### src/rtl/lfmt_pkg.sv
package lfmt_pkg;
  typedef enum logic [1:0] {
    WSEL_16 = 2'd0,
    WSEL_14 = 2'd1,
    WSEL_12 = 2'd2
  } wsel_e;

  // bits per lane per word for a given width selection
  function automatic int unsigned word_bits(input wsel_e w, input logic two, input int unsigned dw);
    int unsigned base;
    base = (w == WSEL_14) ? dw : (w == WSEL_12) ? dw - 2 : dw + 2;
    return two ? base / 2 : base;
  endfunction
endpackage

### src/rtl/lfmt_timing.sv
module lfmt_timing
  import lfmt_pkg::*;
#(
  parameter int DW = 14,
  localparam int SW = DW + 2,
  localparam int CW = $clog2(SW + 1)
) (
  input  logic       clk,
  input  logic       rst,
  input  logic       req_two,
  input  logic [1:0] req_w,
  output logic       act_two,
  output wsel_e      act_w,
  output logic       word_start,
  output logic       frame_end,
  output logic       frame_d,
  output logic       dclk_d
);
  logic [CW-1:0] wcnt, wlen, fpos, half;
  logic          wphase, odd, word_end;
  wsel_e         req_norm;

  assign req_norm = (req_w == 2'd3) ? WSEL_16 : wsel_e'(req_w);

  always_comb begin
    wlen       = CW'(word_bits(act_w, act_two, DW));
    odd        = wlen[0];
    fpos       = wphase ? wlen + wcnt : wcnt;
    half       = odd ? wlen : (wlen >> 1);
    word_start = (wcnt == '0);
    word_end   = (wcnt == wlen - 1'b1);
    frame_end  = word_end && (!odd || wphase);
    frame_d    = (fpos < half);
    dclk_d     = ~fpos[0];
  end

  always_ff @(posedge clk) begin
    if (rst) begin
      wcnt    <= '0;
      wphase  <= 1'b0;
      act_two <= req_two;
      act_w   <= req_norm;
    end else if (word_end) begin
      wcnt <= '0;
      if (frame_end) begin
        wphase  <= 1'b0;
        act_two <= req_two;
        act_w   <= req_norm;
      end else begin
        wphase <= ~wphase;
      end
    end else begin
      wcnt <= wcnt + 1'b1;
    end
  end
endmodule

### src/rtl/lfmt_chan_fmt.sv
module lfmt_chan_fmt #(
  parameter int DW = 14,
  parameter logic [DW-1:0] TEST_WORD = 14'h2A5C,
  localparam int SW = DW + 2,
  localparam int HW = DW / 2
) (
  input  logic [DW-1:0] hold,
  input  logic          rand_en,
  input  logic          test_en,
  input  logic          two,
  output logic [SW-1:0] word_a,
  output logic [SW-1:0] word_b
);
  logic [DW-1:0] d;

  always_comb begin
    d = test_en ? TEST_WORD : hold;
    if (rand_en) d[DW-1:1] = d[DW-1:1] ^ {(DW-1){d[0]}};
    word_a = '0;
    word_b = '0;
    if (two) begin
      for (int k = 0; k < HW; k++) begin
        word_a[SW-1-k] = d[DW-1-2*k];
        word_b[SW-1-k] = d[DW-2-2*k];
      end
    end else begin
      word_a = {d, 2'b00};
    end
  end
endmodule

### src/rtl/lane_formatter.sv
module lane_formatter
  import lfmt_pkg::*;
#(
  parameter int NCH = 4,
  parameter int DW  = 14,
  parameter logic [DW-1:0] TEST_WORD = 14'h2A5C
) (
  input  logic                    clk,
  input  logic                    rst,
  input  logic                    smp_valid,
  input  logic [NCH-1:0][DW-1:0]  smp_data,
  input  logic                    two_lane,
  input  logic [1:0]              width_sel,
  input  logic                    rand_en,
  input  logic                    test_en,
  output logic [NCH-1:0]          lane_a,
  output logic [NCH-1:0]          lane_b,
  output logic                    frame,
  output logic                    dclk
);
  localparam int SW = DW + 2;

  logic  act_two, word_start, frame_end, frame_d, dclk_d;
  wsel_e act_w;

  lfmt_timing #(.DW(DW)) u_timing (
    .clk       (clk),
    .rst       (rst),
    .req_two   (two_lane),
    .req_w     (width_sel),
    .act_two   (act_two),
    .act_w     (act_w),
    .word_start(word_start),
    .frame_end (frame_end),
    .frame_d   (frame_d),
    .dclk_d    (dclk_d)
  );

  always_ff @(posedge clk) begin
    if (rst) begin
      frame <= 1'b0;
      dclk  <= 1'b0;
    end else begin
      frame <= frame_d;
      dclk  <= dclk_d;
    end
  end

  for (genvar c = 0; c < NCH; c++) begin : g_ch
    logic [DW-1:0] hold_q;
    logic [SW-1:0] word_a, word_b, sh_a, sh_b;

    lfmt_chan_fmt #(.DW(DW), .TEST_WORD(TEST_WORD)) u_fmt (
      .hold   (hold_q),
      .rand_en(rand_en),
      .test_en(test_en),
      .two    (act_two),
      .word_a (word_a),
      .word_b (word_b)
    );

    always_ff @(posedge clk) begin
      if (rst) begin
        hold_q    <= '0;
        sh_a      <= '0;
        sh_b      <= '0;
        lane_a[c] <= 1'b0;
        lane_b[c] <= 1'b0;
      end else begin
        if (smp_valid) hold_q <= smp_data[c];
        if (word_start) begin
          lane_a[c] <= word_a[SW-1];
          lane_b[c] <= word_b[SW-1];
          sh_a      <= word_a << 1;
          sh_b      <= word_b << 1;
        end else begin
          lane_a[c] <= sh_a[SW-1];
          lane_b[c] <= sh_b[SW-1];
          sh_a      <= sh_a << 1;
          sh_b      <= sh_b << 1;
        end
      end
    end
  end
endmodule

### config.mk
export PLATFORM = sky130hd
export DESIGN_NAME = lane_formatter
export DESIGN_NICKNAME = d
export VERILOG_FILES = /design/src/rtl/lfmt_pkg.sv /design/src/rtl/lfmt_timing.sv /design/src/rtl/lfmt_chan_fmt.sv /design/src/rtl/lane_formatter.sv
export SDC_FILE = /design/constraint.sdc
export NUM_CORES = 1
export LEC_CHECK = 0
export BUFFER_PORTS_ARGS = -buffer_cell sky130_fd_sc_hd__buf_2
export CORE_ASPECT_RATIO = 1.1
export CORE_MARGIN = 2
export CORE_UTILIZATION = 45
export DETAILED_ROUTE_END_ITERATION = 16
export PLACE_DENSITY = 0.73
export SYNTH_ARGS = -nofsm -noshare
export SYNTH_HDL_FRONTEND = slang
export SYNTH_SLANG_ARGS = --single-unit
### constraint.sdc
create_clock -name clk -period 2.99 [get_ports clk]
set_input_delay 0.1495 -clock clk [delete_from_list [all_inputs] [get_ports clk]]
set_output_delay 0.1495 -clock clk [all_outputs]
set_load 0.02 [all_outputs]
[Yosys cells after proc, flatten, opt, wreduce, memory -nomap -nowiden]
Index checks and enable logic that the tools add are counted.
Word-level totals
  bits in registers: 203
  bits in latches: 0
  memory bits (writable): 0
  bits in read-only memories: 0
  output and inout port bits: 10
  memories kept: 0
Operators by class
  add/sub/neg operators: 3
  multipliers: 0
  divide/modulo/power cells: 0
  order comparisons: 1
  equal/unequal tests: 4
  shifts and indexed selects: 0
  multiplexer cells: 49
  bitwise logic cells: 6
  reductions and logical operators: 9
Operators with widths (count)
  $mux W16: 8
  $mux W14: 4
  $mux W13: 4
  $xor A13 B13 Y13: 4
  $mux W9: 4
  $mux W7: 4
  $mux W5: 5
  $mux W6: 4
  $mux W1: 12
  $mux W2: 4
  $add A5 B1 Y5 const B: 1
  $add A5 B5 Y5: 1
  $eq A5 B5 Y1: 1
  $logic_not A5 Y1: 1
  $lt A5 B5 Y1: 1
  $sub A5 B1 Y5 const B: 1
  $eq A2 B2 Y1 const B: 2
  $reduce_bool A2 Y1: 2
  $reduce_or A2 Y1: 2
  $eq A2 B1 Y1 const B: 1
  $not A1 Y1: 2
  $reduce_and A2 Y1: 1
  $logic_and A1 B1 Y1: 1
  $logic_not A1 Y1: 1
  $logic_or A1 B1 Y1: 1

[Depth between registers and ports, before layout]
  depth after elaboration: 10
  depth in mapped cells: 16

[By module]
Synthesis repeated with hierarchy kept, for this count alone.
Unflattened totals
  cell total of the unflattened synthesis: 934
  area, all modules: 9445.3 sq um
By module, submodules not included
  lane_formatter: times used 1, cells an instance 589, area an instance 6611.3 sq um, seq. area each 3723.6 sq um
  lfmt_chan_fmt: times used 4, cells an instance 64, area an instance 496.7 sq um, seq. area each 0.0 sq um
  lfmt_timing: times used 1, cells an instance 89, area an instance 847.1 sq um, seq. area each 210.2 sq um

[Worst setup path after synthesis]
No wires, ideal clock.
  kind: register to register
  from: register u_timing.act_two
  to: register frame
  arrival: 3031 ps
  required time: 2875 ps
  path slack: -155 ps
  cell stages (with the launch flop): 17
  path buffers: 2
  path through: edfxtp_1 > buf_2 > buf_1 > nand2_1 > inv_1 > ha_1 > inv_1 > fa_1 > nor2b_1 > o21a_1 > o221ai_1 > o31ai_1 > xor2_1 > ha_1 > nand3_1 > a21oi_1 > a2111oi_0
On the way
  cells in the longest elaborated chain, start to end: 4
  elaborated cells between the ends (all ways): 5
  those cells by class: add/sub: 1; order compare: 1; mux: 3
Ends and longest elaborated chain
  from (decl): line lfmt_timing.sv:12  | output logic act_two,
  from (signal assigned): line lfmt_timing.sv:41  | act_two <= req_two;
  from (signal assigned): line lfmt_timing.sv:47  | act_two <= req_two;
  $mux W5 (*): line lfmt_pkg.sv:12  | return two ? base / 2 : base;
  $add A5 B5 Y5: line lfmt_timing.sv:28  | fpos = wphase ? wlen + wcnt : wcnt;
  $mux W5: line lfmt_timing.sv:28
  $lt A5 B5 Y1 (*): line lfmt_timing.sv:33  | frame_d = (fpos < half);
  to (signal assigned): line lane_formatter.sv:44  | frame <= frame_d;
  to (decl): line lane_formatter.sv:18  | output logic frame,
Mark *: on every way between the ends. The rest lies on a longest branch, timed or not.
A chain may end at the register's enable or synchronous reset.

[Worst setup path in the final report]
  from: register u_timing.act_w[0]
  to: register frame
On the way
  cells in the longest elaborated chain, start to end: 7
  elaborated cells between the ends (all ways): 9
  those cells by class: add/sub: 1; order compare: 1; eq/ne: 2; mux: 5
Ends and longest elaborated chain
  from (decl): line lfmt_timing.sv:13  | output wsel_e act_w,
  from (signal assigned): line lfmt_timing.sv:42  | act_w <= req_norm;
  from (signal assigned): line lfmt_timing.sv:48  | act_w <= req_norm;
  $eq A2 B2 Y1: line lfmt_pkg.sv:11  | base = (w == WSEL_14) ? dw : (w == WSEL_12) ? dw - 2 : dw + 2;
  $mux W5: line lfmt_pkg.sv:11
  $mux W5 (*): line lfmt_pkg.sv:11
  $mux W5 (*): line lfmt_pkg.sv:12
  $add A5 B5 Y5: line lfmt_timing.sv:28
  $mux W5: line lfmt_timing.sv:28
  $lt A5 B5 Y1 (*): line lfmt_timing.sv:33
Marked as above.

==> parameters.txt <==
Parameter                              Value

Outcome
  Result of the run    finished, final reports clean

Timing
  Smallest hold slack    5.65 ps
  Unrepaired setup endpoints after global routing    true
  Setup violation total in the final timing report    0
  Part of the cycle the worst path needs    0.981
  Final-layout setup total negative slack    0 ps
  Fmax achieved    0.341 GHz
  Final count of pins violating max slew    0
  Slew at the pin closest to its max-slew limit    999 ps
  Final count of hold timing violations    0
  Final worst path period need    2930 ps
  Worst Clk Skew    9.28 ps
  Worst max-slew margin expressed relative to the limit    0.334
  Slack of the critical path    55.7 ps

Synthesis
  Cell area after synthesis    0.00649 mm²
  Post-synth top area share    0.457
  Top FF cell, synth    sky130_fd_sc_hd__dfxtp_1
  Proportion of synthesized chip area in sequential cells    0.471
  FFs w/ async S/R, synth    0
  Number of register bits inferred by synthesis    151
  Per-instance average area after synthesis    9.68 µm²
  Leading area contributor after synthesis    sky130_fd_sc_hd__dfxtp_1
  Synthesized instance count    670
  Number of enable-type register cells in the synthesized netlist    3
  Synth top area cells    sky130_fd_sc_hd__dfxtp_1, sky130_fd_sc_hd__mux2i_1, sky130_fd_sc_hd__xnor2_1
  Count of cell types in the netlist    45
  Count of yosys warnings during synthesis    0
  Net Count, Synth    748

Global routing
  Global-route wire length before repair    25.6 mm
  Largest net degree at the start of global routing    94
  Antenna violations before repair    0
  Via count of the first global-routing pass    5,330
  GR Overflow Total    0
  GR Util All Layers    0.211

Place
  Post-detailed-placement half-perimeter wirelength    10.1 mm
  Final estimated routing congestion in global placement    0.947
  Port Buf Inserts    73
  Post-placement worst setup slack    -161 ps
  Placed cell count    899

Min path
  Class of the most critical hold timing path    input pin to register
  Hold path start    smp_data[46]

Critical path
  RR Startpoint    u_timing.act_w[0]
  Setup crit end kind    register
  Type of origin of the critical path    register
  Max FO, Critical Path    3
  Data required time at the worst endpoint    3320 ps
  Launch point of the critical path    u_timing.act_w[0]
  Setup CP Type    register to register
  Data arrival time at the worst-slack endpoint    3260 ps

Floorplan
  Placeable core region    0.0143 mm²
  Initial Util    0.454
  Area enclosed by the die boundary    0.0154 mm²
  Floorplan die height    130 µm
  Num ports    74
  Site Rows    46
  Horiz. Die Dim    118 µm

Power
  Net load switching power    1370 µW
  Net switching share of the total power    0.261
  Sequential Power Share    0.433
  Clock power share    0.402
  PwrDens    638 mW/mm²
  Worst IR drop on VDD    0.000375 V
  Combinational cell fraction of total power    0.165
  Total Power Consumption    5250 µW
  Leakage    0.00350 µW
  Internal Pwr Total    3880 µW

Clock tree
  Clock sink total    151
  CTS H-tree lvls    4
  Clk Tree Root Cell    sky130_fd_sc_hd__clkbuf_16
  Number of clock buffers inserted by TritonCTS    17
  Post-CTS clock slew at the launch and capture registers of the worst setup and hold paths    60 ps
  Clock latency on the worst-skew pair    430 ps
  Maximum root-to-sink buffer count    2
  Clock tree from TritonCTS    yes

Route
  Number of nets with antenna violations after routing    0
  Number of search-and-repair iterations in the first detailed-routing pass    5
  Drt via density    5.28
  Routed len/inst    16.3 µm
  Count of vias placed by the detailed router    5,229
  Post-detailed-routing wire length    16.2 mm
  Number of DRC markers in iteration 0    313
  DRC viols    0

Cells and area
  Relative area change from synthesis to final layout    26.9%
  Non-Filler Instances    990
  Net total in the final layout    865
  Number of antenna diodes    0
  Fill count    1,224
  Fraction of final layout cells sized beyond drive strength 1    0.198

Flow run
  Number of max-capacitance violations reported    0
-- cell type report --
cell class / instances / area (µm²) / area share
repair buffers: 147 / 1060 / 0.129
clock inverters: 7 / 92.6 / 0.0113
clock buffers: 23 / 488 / 0.0593
well taps: 192 / 240 / 0.0292
multi-input cells: 461 / 3250 / 0.395
inverters: 9 / 36.3 / 0.00441
flip-flops and latches: 151 / 3050 / 0.371
-- cell usage after synthesis, types with 9 or more instances --
cell type / count
sky130_fd_sc_hd__o21ai_1: 20
sky130_fd_sc_hd__o21ai_0: 24
sky130_fd_sc_hd__dfxtp_1: 148
sky130_fd_sc_hd__xor2_1: 16
sky130_fd_sc_hd__a221oi_1: 9
sky130_fd_sc_hd__clkbuf_1: 26
sky130_fd_sc_hd__buf_2: 13
sky130_fd_sc_hd__nor2_1: 98
sky130_fd_sc_hd__a22o_1: 20
sky130_fd_sc_hd__nor3_1: 12
sky130_fd_sc_hd__nand2_1: 46
sky130_fd_sc_hd__a21oi_1: 12
sky130_fd_sc_hd__mux2i_1: 69
sky130_fd_sc_hd__a22oi_1: 11
sky130_fd_sc_hd__xnor2_1: 49
sky130_fd_sc_hd__ha_1: 13
sky130_fd_sc_hd__o221a_2: 9
-- registers in the layout, summed over array words and instances, names as in the netlist --
register	count
lane_a	4
g_ch.sh_a	52
frame	1
u_timing.act_w	2
dclk	1
u_timing.wcnt	5
g_ch.sh_b	24
u_timing.wphase	1
g_ch.hold_q	56
u_timing.act_two	1
lane_b	4
-- through the flow --
step	util	instance area [µm²]
floorplan	-	6490
global placement	0.488	6960
detailed placement	0.488	6960
CTS	0.568	8100
global route	0.576	8230
finish	0.576	8230
-- layer usage --
metal,GRT usage,share of wire
met1,0.251,0.43
met3,0.0446,0.047
met2,0.374,0.50
met5,0,0
met4,0.0847,0.020
-- worst paths after layout --
check | slack (ps) | cells after the start | end
worst max-delay path | 60 | 11 | frame
worst min-delay path | 6 | 3 | g_ch[3].hold_q[4]
worst max register to register | 60 | 11 | frame
worst min register to register | 430 | 2 | g_ch[3].sh_a[7]
-- placed cells by master, fill, tap and decap left out, types with 3 or more instances in the layout --
master	netlist	routed
sky130_fd_sc_hd__dfxtp_1	148	148
sky130_fd_sc_hd__nor2_1	98	97
sky130_fd_sc_hd__buf_2	13	72
sky130_fd_sc_hd__mux2i_1	69	69
sky130_fd_sc_hd__dlygate4sd3_1	0	55
sky130_fd_sc_hd__xnor2_1	49	49
sky130_fd_sc_hd__nand2_1	46	45
sky130_fd_sc_hd__o21ai_0	24	24
sky130_fd_sc_hd__o21ai_1	20	20
sky130_fd_sc_hd__a22o_1	20	20
sky130_fd_sc_hd__buf_4	1	19
sky130_fd_sc_hd__clkbuf_16	0	17
sky130_fd_sc_hd__xor2_1	16	16
sky130_fd_sc_hd__nor3_1	12	12
sky130_fd_sc_hd__a22oi_1	11	11
sky130_fd_sc_hd__a21oi_1	12	10
sky130_fd_sc_hd__ha_1	13	10
sky130_fd_sc_hd__a221oi_1	9	9
sky130_fd_sc_hd__o221a_2	9	9
sky130_fd_sc_hd__and2_1	8	8
sky130_fd_sc_hd__a211oi_1	7	7
sky130_fd_sc_hd__inv_2	1	4
sky130_fd_sc_hd__inv_1	8	4
sky130_fd_sc_hd__nand3_1	5	4
sky130_fd_sc_hd__a21oi_2	2	4
sky130_fd_sc_hd__nor2b_1	4	4
sky130_fd_sc_hd__clkbuf_8	0	4
sky130_fd_sc_hd__o22ai_1	3	3
sky130_fd_sc_hd__ha_4	0	3
sky130_fd_sc_hd__edfxtp_1	3	3
-- repair_timing --
action,4_1_cts,5_1_grt
hold buffers,54,1
endpoints found under the setup margin,1,1
buffers inserted,2,4
hold endpoints to repair,54,1
gates resized for setup,3,19
pin swaps,5,10
-- power by group through the flow --
stage	logic (µW)	clock network (µW)	registers, µW
2_1_floorplan	556	0	2300
3_3_place_gp	730	0	2310
3_5_place_dp	758	0	2310
4_1_cts	824	2130	2270
5_1_grt	952	2230	2290
6_report	866	2110	2280
-- logic make-up after synthesis --
| group | after synthesis | synth area share |
|---|---|---|
| AOI/OAI and AO/OA | 123 | 0.132 |
| DFF | 151 | 0.471 |
| buffers and inverters | 58 | 0.0413 |
| other | 1 | 0.000578 |
| muxes | 72 | 0.112 |
| xor gates and xnor gates | 65 | 0.0878 |
| and+or+nand+nor | 186 | 0.128 |
| adders and majority gates | 14 | 0.0282 |
-- worst max-delay path, cell delays in order (launching register included) --
cell	delay (ps)
sky130_fd_sc_hd__edfxtp_1	420
sky130_fd_sc_hd__ha_4	290
sky130_fd_sc_hd__inv_2	50
sky130_fd_sc_hd__mux2_4	300
sky130_fd_sc_hd__ha_1	280
sky130_fd_sc_hd__a21o_1	210
sky130_fd_sc_hd__a21oi_2	160
sky130_fd_sc_hd__xnor2_1	90
sky130_fd_sc_hd__mux2_2	300
sky130_fd_sc_hd__ha_4	250
sky130_fd_sc_hd__a21o_1	160
sky130_fd_sc_hd__a2111oi_2	330
Note: power is estimated with default switching activity, not from simulation.
